--- src/rtl/sbu_pkg.sv ---
// Shared definitions for the shift and bit-manipulation unit.
// Assumes an 8-bit status byte whose flag positions are fixed below.
package sbu_pkg;
    localparam int SR_W      = 8;
    localparam int FLAG_IX_W = 3;

    localparam int FL_C = 0;
    localparam int FL_Z = 1;
    localparam int FL_N = 2;
    localparam int FL_V = 3;
    localparam int FL_S = 4;
    localparam int FL_H = 5;
    localparam int FL_T = 6;
    localparam int FL_I = 7;

    typedef enum logic [3:0] {
        SBU_NOP  = 4'd0,
        SBU_LSL  = 4'd1,
        SBU_LSR  = 4'd2,
        SBU_ROL  = 4'd3,
        SBU_ROR  = 4'd4,
        SBU_ASR  = 4'd5,
        SBU_SWAP = 4'd6,
        SBU_BST  = 4'd7,
        SBU_BLD  = 4'd8,
        SBU_FSET = 4'd9,
        SBU_FCLR = 4'd10
    } sbu_op_e;
endpackage

--- src/rtl/sbu_shift.sv ---
// Shift, rotate and nibble-exchange datapath.
// Purely combinational. Assumes DATA_W is even and at least 2.
// For operations outside its class it passes the operand through and
// drives is_shift low.
module sbu_shift
    import sbu_pkg::*;
#(
    parameter int DATA_W = 8
) (
    input  sbu_op_e             op,
    input  logic [DATA_W-1:0]   opnd,
    input  logic                cin,
    output logic [DATA_W-1:0]   res,
    output logic                cout,
    output logic                is_shift
);
    localparam int HALF = DATA_W / 2;

    logic [DATA_W-1:0] swapped;

    // Nibble exchange: upper and lower halves trade places.
    generate
        for (genvar g = 0; g < HALF; g++) begin : g_swap
            assign swapped[g]        = opnd[g + HALF];
            assign swapped[g + HALF] = opnd[g];
        end
    endgenerate

    // Select the shifted value and the bit that leaves the operand.
    always_comb begin
        res      = opnd;
        cout     = 1'b0;
        is_shift = 1'b0;
        case (op)
            SBU_LSL: begin
                res      = {opnd[DATA_W-2:0], 1'b0};
                cout     = opnd[DATA_W-1];
                is_shift = 1'b1;
            end
            SBU_LSR: begin
                res      = {1'b0, opnd[DATA_W-1:1]};
                cout     = opnd[0];
                is_shift = 1'b1;
            end
            SBU_ROL: begin
                res      = {opnd[DATA_W-2:0], cin};
                cout     = opnd[DATA_W-1];
                is_shift = 1'b1;
            end
            SBU_ROR: begin
                res      = {cin, opnd[DATA_W-1:1]};
                cout     = opnd[0];
                is_shift = 1'b1;
            end
            SBU_ASR: begin
                res      = {opnd[DATA_W-1], opnd[DATA_W-1:1]};
                cout     = opnd[0];
                is_shift = 1'b1;
            end
            SBU_SWAP: res = swapped;
            default: ;
        endcase
    end
endmodule

--- src/rtl/sbu_bitop.sv ---
// Single-bit transfer between the operand and the T flag.
// Combinational. ld_res is the operand with bit idx replaced by tflag.
// st_bit is operand bit idx.
module sbu_bitop #(
    parameter int DATA_W = 8,
    parameter int IDX_W  = $clog2(DATA_W)
) (
    input  logic [DATA_W-1:0] opnd,
    input  logic [IDX_W-1:0]  idx,
    input  logic              tflag,
    output logic [DATA_W-1:0] ld_res,
    output logic              st_bit
);
    // Build the bit-load result and pick the bit to store.
    always_comb begin
        ld_res      = opnd;
        ld_res[idx] = tflag;
        st_bit      = opnd[idx];
    end
endmodule

--- src/rtl/sbu_flags.sv ---
// Next-state logic for the status byte.
// Combinational. Shift-class results rewrite C, Z, N, V and S.
// Bit store rewrites T. Force operations write one indexed bit.
// Every other bit holds its value.
module sbu_flags
    import sbu_pkg::*;
#(
    parameter int DATA_W = 8
) (
    input  sbu_op_e               op,
    input  logic [SR_W-1:0]       sreg_q,
    input  logic [DATA_W-1:0]     res,
    input  logic                  cout,
    input  logic                  is_shift,
    input  logic                  st_bit,
    input  logic [FLAG_IX_W-1:0]  fidx,
    output logic [SR_W-1:0]       sreg_d
);
    logic n_f;
    logic v_f;

    // Negative and overflow terms shared by the shift class.
    always_comb begin
        n_f = res[DATA_W-1];
        v_f = n_f ^ cout;
    end

    // Merge the per-operation flag writes over the held status.
    always_comb begin
        sreg_d = sreg_q;
        if (is_shift) begin
            sreg_d[FL_C] = cout;
            sreg_d[FL_Z] = (res == '0);
            sreg_d[FL_N] = n_f;
            sreg_d[FL_V] = v_f;
            sreg_d[FL_S] = n_f ^ v_f;
        end
        case (op)
            SBU_BST:  sreg_d[FL_T] = st_bit;
            SBU_FSET: sreg_d[fidx] = 1'b1;
            SBU_FCLR: sreg_d[fidx] = 1'b0;
            default: ;
        endcase
    end
endmodule

--- src/rtl/sbu_core.sv ---
// Top of the shift and bit-manipulation unit.
// The result and the write enable are combinational from the inputs and the
// held status. The status byte is registered and cleared by a synchronous
// active-low reset. Assumes DATA_W >= 8 so that idx_i can also address
// the status byte.
module sbu_core
    import sbu_pkg::*;
#(
    parameter int DATA_W = 8,
    parameter int IDX_W  = $clog2(DATA_W)
) (
    input  logic              clk,
    input  logic              rst_n,
    input  logic [3:0]        op_i,
    input  logic [DATA_W-1:0] opnd_i,
    input  logic [IDX_W-1:0]  idx_i,
    output logic [DATA_W-1:0] res_o,
    output logic              wr_o,
    output logic [SR_W-1:0]   sreg_o
);
    sbu_op_e           op;
    logic [SR_W-1:0]   sreg_q;
    logic [SR_W-1:0]   sreg_d;
    logic [DATA_W-1:0] sh_res;
    logic [DATA_W-1:0] ld_res;
    logic              sh_cout;
    logic              is_shift;
    logic              st_bit;

    assign op = sbu_op_e'(op_i);

    sbu_shift #(.DATA_W(DATA_W)) u_shift (
        .op       (op),
        .opnd     (opnd_i),
        .cin      (sreg_q[FL_C]),
        .res      (sh_res),
        .cout     (sh_cout),
        .is_shift (is_shift)
    );

    sbu_bitop #(.DATA_W(DATA_W), .IDX_W(IDX_W)) u_bitop (
        .opnd   (opnd_i),
        .idx    (idx_i),
        .tflag  (sreg_q[FL_T]),
        .ld_res (ld_res),
        .st_bit (st_bit)
    );

    sbu_flags #(.DATA_W(DATA_W)) u_flags (
        .op       (op),
        .sreg_q   (sreg_q),
        .res      (sh_res),
        .cout     (sh_cout),
        .is_shift (is_shift),
        .st_bit   (st_bit),
        .fidx     (idx_i[FLAG_IX_W-1:0]),
        .sreg_d   (sreg_d)
    );

    // Choose the write-back value and decide whether it is written.
    always_comb begin
        res_o = (op == SBU_BLD) ? ld_res : sh_res;
        case (op)
            SBU_LSL, SBU_LSR, SBU_ROL, SBU_ROR,
            SBU_ASR, SBU_SWAP, SBU_BLD: wr_o = 1'b1;
            default:                    wr_o = 1'b0;
        endcase
    end

    // Hold the status byte between operations.
    always_ff @(posedge clk) begin
        if (!rst_n) sreg_q <= '0;
        else        sreg_q <= sreg_d;
    end

    assign sreg_o = sreg_q;
endmodule

--- config.mk ---
export PLATFORM = sky130hd
export DESIGN_NAME = sbu_core
export DESIGN_NICKNAME = d
export VERILOG_FILES = /design/src/rtl/sbu_pkg.sv /design/src/rtl/sbu_shift.sv /design/src/rtl/sbu_bitop.sv /design/src/rtl/sbu_flags.sv /design/src/rtl/sbu_core.sv
export SDC_FILE = /design/constraint.sdc
export NUM_CORES = 1
export LEC_CHECK = 0
export BUFFER_PORTS_ARGS = -buffer_cell sky130_fd_sc_hd__buf_2
export CAP_MARGIN = 20
export CORE_ASPECT_RATIO = 1.2
export CORE_UTILIZATION = 49
export DETAILED_ROUTE_END_ITERATION = 10
export PLACE_DENSITY = 0.89
export RECOVER_POWER = 100
export SYNTH_ARGS = -nofsm -noshare
export SYNTH_HDL_FRONTEND = slang
export SYNTH_SLANG_ARGS = --single-unit
--- constraint.sdc ---
create_clock -name clk -period 1.8 [get_ports clk]
set_clock_uncertainty 0.2 [all_clocks]
set_input_delay 0.09 -clock clk [delete_from_list [all_inputs] [get_ports clk]]
set_output_delay 0.09 -clock clk [all_outputs]
set_load 0.1 [all_outputs]
# Word-level counts from Yosys, hierarchy flattened
# Index checks and enable logic that the tools add are counted.
# word_totals
register_bits	8
ramBits	0
rom_bits	0
memories	0
wordCells	42
latch_bits	0
# op_classes
n_mux	14
div_mod_pow	0
n_shift	0
bitwise_logic	5
eq_ne	10
n_lt_le_gt_ge	2
multipliers	0
n_reduce_logical	8
add_sub_neg	0
# ops
op	n
case mux 8 bit (6 select lines)	1
== test 4 x 3 -> 1 bit (second input constant)	4
== test 4 bit (second input constant)	3
case mux 6 bit (2 select lines)	1
AND 8 bit	1
bitwise mux 8 bit	1
== test 4 x 2 -> 1 bit (second input constant)	2
logical NOT 8 bit	1
two-way mux 8 bit	1
NOT 8 bit	1
OR 8 bit	1
OR reduction 7 bit	1
two-way mux 5 bit	1
OR reduction 5 bit	1
== test 4 x 1 -> 1 bit (second input constant)	1
less-than comparator 3 x 4 -> 1 bit (second input constant)	1
two-way mux 1 bit	4
case mux 1 bit (2 select lines)	2
binary-select mux 1 bit (select 3 bit)	1
demux 1 bit (select 3 bit)	1
greater-or-equal comparator 3 x 1 -> 1 bit (second input constant)	1
case mux 1 bit (3 select lines)	1
nonzero test 3 bit	1
OR reduction 3 bit	1
4 further kinds	5

# Depth between registers and ports, before layout
# Gate-level depths: netlist of the first run.
# depth
word_depth	8
mapped_depth	8

# By module
# A second synthesis of the first run with hierarchy kept.
# hier_totals
cells_unflattened	176
hier_area_um2	1391.3
# modules_own_cells
module	cells_per_inst	seq_area_each_um2	area_each_um2	instances
sbu_shift	59	0.0	409.1	1
sbu_flags	56	0.0	381.6	1
sbu_core	29	160.2	352.8	1
sbu_bitop	32	0.0	247.7	1

# Worst setup path after synthesis of the first run
# Ideal clock, no wire load.
# synth_timing
kind	input to output
start	input op_i[0]
end	output res_o[6]
stages	6
n_path_buf	2
arrival_time_ns	3.484
slack_ns	-1.974
cell_sequence	buf_2 > buf_2 > nor3_2 > or2_2 > a21oi_1 > nor3_1
# synth_via
elab_chain_len	3
word_cells_on_any_way	9
cone_classes	eq/ne (7); mux (2)
# synth_lines
element	line_no	text
start, declared	sbu_core.sv:14	input logic [3:0] op_i,
== test 4 x 3 -> 1 bit (tied with other cells)	sbu_shift.sv:34	case (op)
case mux 8 bit (6 select lines)	sbu_shift.sv:34	
two-way mux 8 bit (*)	sbu_core.sv:62	res_o = (op == SBU_BLD) ? ld_res : sh_res;
end, declared	sbu_core.sv:17	output logic [DATA_W-1:0] res_o,
# Every way passes the cells marked *; elsewhere a longest branch is shown, timed or not.

# Final worst setup path of the first run
# layout_timing
start	input op_i[2]
end	output res_o[4]
# Same word-level chain as after synthesis.

==> results of run 1 <==
[placed cells by master (no fill, tap or decap), types with 4 or more instances in the layout]
| cell type | count |
|---|---|
| a31oi_1 | 4 |
| nand2_1 | 17 |
| buf_12 | 6 |
| nand2b_1 | 4 |
| a21oi_2 | 4 |
| nand3_1 | 7 |
| nor2b_1 | 6 |
| a21oi_1 | 8 |
| buf_8 | 6 |
| buf_6 | 7 |
| nor3_4 | 4 |
| dfxtp_1 | 5 |
| nand3b_1 | 5 |
| mux2i_1 | 6 |
| buf_2 | 14 |
| nor2_1 | 10 |
| clkbuf_2 | 8 |
| o21ai_0 | 11 |
| buf_4 | 44 |
[worst max-delay path by stage]
stage                   start        end  slack, ps  cells after the start
finish                op_i[2]   res_o[4]        -70                      6
global route        sreg_o[0]   res_o[0]       -150                      5
CTS                   op_i[2]   res_o[7]        -10                      8
detailed placement    op_i[2]  sreg_o[1]       -320                      6
global placement      op_i[2]  sreg_o[1]       -190                      6
floorplan             op_i[2]   res_o[6]       -580                      6
[logic make-up after synthesis]
group / Yosys count / synth area share [%]
compound gates: 68 / 33.27
buf+inv: 28 / 9.363
flops: 8 / 11.64
mux: 11 / 8.636
simple gates: 89 / 37.09
[routing by layer]
metal | wire (um) | global-route usage, % | vias to the layer above
li1 | - | - | 907
met1 | 2551 | 48.10 | 1012
met3 | 1043 | 6.616 | 115
met2 | 3390 | 76.95 | 279
met4 | 824 | 34.92 | 0
met5 | 0 | 0 | -
[tightest hold or removal path, delay by kind of cell]
family | cells | cell delay (ps)
and+or+nand+nor | 2 | 170
AOI/OAI and AO/OA | 1 | 80
buffers and inverters | 1 | 210
[power by group through the flow]
stage                     combinational (mW)  sequential (mW)  clock [mW]
after detailed placement               0.751            0.200           0
after floorplan                        0.465            0.242           0
after CTS                              0.803            0.196       0.152
final                                  0.875            0.198       0.161
after global placement                 0.735            0.199           0
after global routing                   0.893            0.199       0.167
[layout make-up]
cell class	instances	area, um^2
fill	127	261.5
sequential	8	163.9
clock buffer	3	22.52
timing repair buffer	90	782.0
multi-input combinational	168	1320
inverter	3	11.26
tap	33	41.29
[stage by stage]
stage	hold WS (ps)	power [mW]	std cells	setup TNS, ps
finish	135.2	1.235	305	-207.9
global placement	214.9	0.9341	290	-1244
floorplan	151.5	0.7065	204	-2188
global route	139.1	1.259	305	-485.0
detailed placement	240.8	0.9510	290	-1880
CTS	123.9	1.152	300	-12.66
[what timing repair did]
| item | in CTS | in global routing |
|---|---|---|
| gates resized for setup | 27 | 26 |
| pin swaps | 8 | 21 |
| buffers inserted | 6 | 6 |
| hold buffers | 2 | 0 |
| setup endpoints to repair | 9 | 9 |
| gates cloned | 0 | 1 |
| hold endpoints to repair | 7 | 0 |
==> results.json, run 1 <==
{
  "outcome": "complete, but fails checks",
  "violations": "negative setup slack",
  "start_util_pct": 52.88,
  "synth_area_leader_cell": "dfxtp_1",
  "worst_slack_ps": -69.95,
  "pre_cts_ws_ps": -320.1,
  "gp_congestion": 0.9766,
  "worst_setup_path_start_kind": "input port",
  "firstDrtPassIters": 6,
  "tritoncts": "done",
  "internal-power_uw": 587.9,
  "portBuffers": 33,
  "placed_area_mm2": 0.002044,
  "dr.first_iter.drc_count": 293,
  "detail_route.wl_per_cell_um": 25.60,
  "synth_cell_types": 55,
  "worstHoldPathType": "in -> reg",
  "hold_end": "sreg_o[4]",
  "rows": 20,
  "path_buf_inv": 2,
  "min_period_ps": 1870,
  "required_ps": 1510,
  "max_freq_mhz": 534.8,
  "drv_cap": 0,
  "r2r_setup_slack_ps": -10,
  "end_kind": "output pin",
  "synthesis.nets": 221,
  "clock_sinks": 8,
  "post-route-period-util_pct": 103.9,
  "crit-reg2reg-capture": "sreg_o[1]",
  "hold_path_startpoint": "idx_i[1]",
  "numCtsBuffers": 3,
  "rsz0062_at_grt": "yes",
  "grt_max_degree": 15,
  "clk_transition_reported_paths_ps": 50,
  "swShare_pct": 52.38,
  "clockBufferDepth": 2,
  "clock_latency_ps": 270,
  "grt-ovfl-total": 0,
  "diodes": 0,
  "max_stage_delay_ps": 370,
  "setup_viol": 5,
  "ys_ff_latch": 8,
  "yosysTopAreaCellShare_pct": 11.64,
  "drtAntennaViolNets": 0,
  "coreArea_mm2": 0.002603,
  "pwr-share-clk_pct": 13.0,
  "worst_pin_slew_ps": 545.7,
  "root_buffer": "clkbuf_4",
  "fin_util_pct": 89.95,
  "grtUsageTotal_pct": 44.34,
  "final_cell_area_mm2": 0.002341,
  "crit_type": "in -> out",
  "crit_arrival_ps": 1580,
  "comb_power_share_pct": 70.9,
  "drive_gt1_share_pct": 50.00,
  "p_per_area_mw_per_mm2": 527.4,
  "seq_area_frac_synth_pct": 11.64,
  "r2r-start": "sreg_o[0]",
  "die_w_um": 50.38,
  "yosys_warnings": 0,
  "seq_power_share_pct": 16.1,
  "final_nets": 291,
  "path_cells": "buf_12 -> mux2_4 -> a222oi_1 -> nor2_1 -> a221o_2 -> buf_12",
  "drc": 0,
  "slew_viol_final": 0,
  "switching_power_uw": 646.7,
  "synth.avg_cell_area_um2": 6.747,
  "drt-total-wl_um": 7809,
  "ys_top_cells_by_area": "dfxtp_1, a21oi_1, mux2i_1, o21ai_0, nand2_1",
  "path_delay_family": "compound AO/OA/AOI/OAI gates",
  "synth_edf_count": 0,
  "synth_most_common_cell": "nand2_1",
  "antenna_found_initial": 0,
  "area_growth_pct": 70.09,
  "dieArea_mm2": 0.003026,
  "dp_hpwl_um": 3951,
  "ys.flop_type": "dfxtp_1",
  "netlist_instances": 204,
  "reg2reg_depth": 6,
  "p_leak_nw": 0.9772,
  "io_pins": 34,
  "synth_commonest_cells": "nand2_1, a21oi_1, o21ai_0",
  "holdPathStages": 4,
  "crit_fanout": 5,
  "ir_worst_vdd_v": 0.0004813,
  "cp_common_cell": "buf_12",
  "vias": 2313,
  "slew_headroom_pct": 63.77,
  "slowest_stage": "a222oi_1",
  "synthesis.area_mm2": 0.001376,
  "htree_levels": 1,
  "grt_first_pass_wirelength_um": 9853,
  "ys_async_sr_fraction_pct": 0,
  "hold_viol": 0,
  "die_y_um": 60.06,
  "viasPerCell": 7.584,
  "grt_pass1_vias": 2062
}
(Power assumes the default switching activity.)
==> inputs of run 2 (changes only) <==
SETUP_SLACK_MARGIN = 0.4   (was default)
==> run 2 against run 1 <==
- the flow now stops in 5_1_grt
- area after synthesis stayed put
- synthesized cell count stayed put
==> results.json, run 2 <==
{
  "outcome": "aborted with a tool error",
  "outcome.stop_stage": "5_1_grt",
  "stop_error": "[ERROR DPL-0038] Utilization greater than 100%, impossible to legalize",
  "yosysTopAreaCellShare_pct": 11.64,
  "clock_sinks": 8,
  "synth_most_common_cell": "nand2_1",
  "numCtsBuffers": 3,
  "placed_area_mm2": 0.002105,
  "ys.flop_type": "dfxtp_1",
  "io_pins": 34,
  "start_util_pct": 52.88,
  "die_y_um": 60.06,
  "die_w_um": 50.38,
  "gp_congestion": 1.015,
  "grt_max_degree": 15,
  "synth.avg_cell_area_um2": 6.747,
  "grt-worst-endpoint": "res_o[4]",
  "synthesis.area_mm2": 0.001376,
  "synth_edf_count": 0,
  "synth_commonest_cells": "nand2_1, a21oi_1, o21ai_0",
  "worst_endpoint_kind": "primary output",
  "clockBufferDepth": 2,
  "synth_area_leader_cell": "dfxtp_1",
  "yosys_warnings": 0,
  "portBuffers": 33,
  "seq_area_frac_synth_pct": 11.64,
  "netlist_instances": 204,
  "root_buffer": "clkbuf_4",
  "synthesis.nets": 221,
  "ys_ff_latch": 8,
  "dp_hpwl_um": 4449,
  "ys_async_sr_fraction_pct": 0,
  "synth_cell_types": 55,
  "ys_top_cells_by_area": "dfxtp_1, a21oi_1, mux2i_1, o21ai_0, nand2_1",
  "rows": 20,
  "htree_levels": 1
}
==> run 2: cell counts after synthesis <==
No cell type changed its count.
==> run 2: metrics by stage <==
stage | cells | hold WS, ps | setup slack, ps | util, % | setup TNS, ps
after detailed placement | 295 | 209.8 | -365.1 | 80.87 | -1520
after global placement | 295 | 206.6 | -155.5 | 80.87 | -755.1
after CTS | 311 | 100.3 | -26.03 | 96.39 | -26.03
after floorplan | 204 | 151.5 | -579.5 | - | -2173
==> run 2: timing repair <==
action | in CTS
hold buffers | 1
cloned | 2
pin swaps | 27
setup endpoints to repair | 17
setup buffers | 10
hold endpoints to repair | 8
gates resized for setup | 68
==> run 2: cell families after synthesis <==
logic type      count (synthesis)  share of synthesized area (%)
compound gates                 68                          33.27
simple gates                   89                          37.09
flops                           8                          11.64
mux                            11                          8.636
buf+inv                        28                          9.363
==> inputs of run 3 (changes only) <==
CORE_AREA = 2 2 63 65   (was default)
CORE_ASPECT_RATIO = default   (was 1.2)
CORE_UTILIZATION = default   (was 49)
DIE_AREA = 0 0 65 67   (was default)
PLACE_DENSITY = default   (was 0.89)
PLACE_DENSITY_LB_ADDON = 0.15   (was default)
SETUP_SLACK_MARGIN = default   (was 0.4)
clock period = 2.3 ns   (was 1.8 ns; I/O delays follow)
==> run 3 against run 2 <==
- the flow now finishes without violations
==> results.json, run 3 (same netlist as run 1, synthesis figures left out) <==
{
  "drc": 0,
  "r2r-start": "sreg_o[0]",
  "top_layer_used": "met4",
  "internal-power_uw": 410.8,
  "viasPerCell": 5.971,
  "fin_setup_tns_ps": 0,
  "dp_hpwl_um": 3514,
  "drive_gt1_share_pct": 25.76,
  "p_per_area_mw_per_mm2": 475.5,
  "clockBufferDepth": 2,
  "clock_latency_ps": 230,
  "detail_route.wl_per_cell_um": 16.65,
  "required_ps": 1990,
  "worstHoldPathType": "in -> reg",
  "vias": 1654,
  "slew_headroom_pct": 22.42,
  "worst_pin_slew_ps": 1169,
  "crit-reg2reg-capture": "sreg_o[1]",
  "ir_worst_vdd_v": 0.0002285,
  "die_y_um": 67,
  "worst_setup_path_start_kind": "input port",
  "max_stage_delay_ps": 600,
  "rsz0062_at_grt": "no",
  "final_cells": 277,
  "drtAntennaViolNets": 0,
  "crit_arrival_ps": 1830,
  "die_w_um": 65,
  "final_cell_mix": "nand2_1, buf_2, o21ai_0",
  "hold_viol": 0,
  "min_period_ps": 2149,
  "path_cells": "buf_2 -> buf_4 -> or4b_2 -> nand3_1 -> a22oi_1 -> nor3b_1 -> a21oi_2 -> buf_6",
  "portBuffers": 33,
  "hold_end": "sreg_o[2]",
  "cts_hold_buf": 0,
  "reg2reg_depth": 5,
  "grtUsageTotal_pct": 23.24,
  "cts_setup_buffers": 0,
  "htree_levels": 1,
  "gp_congestion": 0.8923,
  "io_pins": 34,
  "route.layer.met1.wl_um": 2109,
  "grt-ovfl-total": 0,
  "pwr-share-clk_pct": 20.9,
  "max_freq_mhz": 465.4,
  "coreArea_mm2": 0.003606,
  "p_leak_nw": 0.6497,
  "dp_cells": 274,
  "grt_max_degree": 23,
  "whs_ps": 17.38,
  "slew_viol_final": 0,
  "regArea_um2": 160.2,
  "tritoncts": "done",
  "root_buffer": "clkbuf_8",
  "clk_transition_reported_paths_ps": 40,
  "outcome": "finished, final reports clean",
  "dieArea_mm2": 0.004355,
  "final_nets": 248,
  "wl_met3_um": 345,
  "ctsResizeCount": 0,
  "hold_path_startpoint": "rst_n",
  "area_growth_pct": 25.91,
  "antenna_found_initial": 0,
  "comb_power_share_pct": 60.4,
  "seq_power_share_pct": 18.7,
  "multiInputGateArea_mm2": 0.001136,
  "start_util_pct": 38.17,
  "clock_sinks": 8,
  "r2r_setup_slack_ps": 580,
  "placed_area_mm2": 0.001765,
  "post-route-period-util_pct": 93.42,
  "rows": 22,
  "setup_viol": 0,
  "grt_pass1_vias": 1551,
  "crit_type": "in -> out",
  "drt-total-wl_um": 4612,
  "wl_met2_um": 2102,
  "numCtsBuffers": 3,
  "slowest_stage": "or4b_2",
  "fillers": 386,
  "dr.first_iter.drc_count": 138,
  "swShare_pct": 50.15,
  "drv_cap": 0,
  "diodes": 0,
  "grt_first_pass_wirelength_um": 7776,
  "holdPathStages": 2,
  "final_cell_area_mm2": 0.001733,
  "firstDrtPassIters": 5,
  "switching_power_uw": 413.3,
  "end_kind": "output pin",
  "crit_fanout": 19
}
[run 3: final cells by class]
class	count	area share, %
Clock buffer	3	2.383
Inverter	3	0.6498
Multi-Input combinational cell	168	65.56
Sequential cell	8	9.242
Tap cell	48	3.466
Timing Repair Buffer	47	18.70
[run 3: power by group through the flow]
stage          Combinational [mW]  Clock (mW)  Sequential (mW)
2_1_floorplan               0.343           0            0.189
3_3_place_gp                0.529           0            0.157
3_5_place_dp                0.527           0            0.156
4_1_cts                     0.528       0.178            0.154
5_1_grt                     0.528       0.185            0.156
6_report                    0.498       0.172            0.154
[run 3: through the flow]
step           util, %  setup WS [ps]  total power, mW
6_report         48.06          151.3           0.8241
5_1_grt          48.06          62.53           0.8690
4_1_cts          50.10          154.6           0.8602
3_5_place_dp     48.96          146.4           0.6833
3_3_place_gp     48.96          145.8           0.6860
2_1_floorplan        -         -264.4           0.5325
[run 3: worst max-delay path, delay by kind of cell]
kind                   cells  cell delay [ps]
AO/OA/AOI/OAI              2              200
AND/OR/NAND/NOR            3              870
buffers and inverters      3              650
[run 3: worst max-delay path by stage]
stage	slack (ps)	start	endpoint
after floorplan	-260	op_i[0]	res_o[1]
after global placement	150	op_i[2]	sreg_o[1]
after detailed placement	150	op_i[2]	sreg_o[1]
after CTS	150	op_i[2]	res_o[1]
after global routing	60	op_i[2]	res_o[1]
final	150	op_i[2]	res_o[1]
[run 3: metal layers]
| metal | global-route usage [%] | vias up |
|---|---|---|
| met4 | 8.777 | 0 |
| met3 | 2.872 | 6 |
| li1 | - | 816 |
| met1 | 32.22 | 763 |
| met2 | 36.47 | 69 |
| met5 | 0 | - |
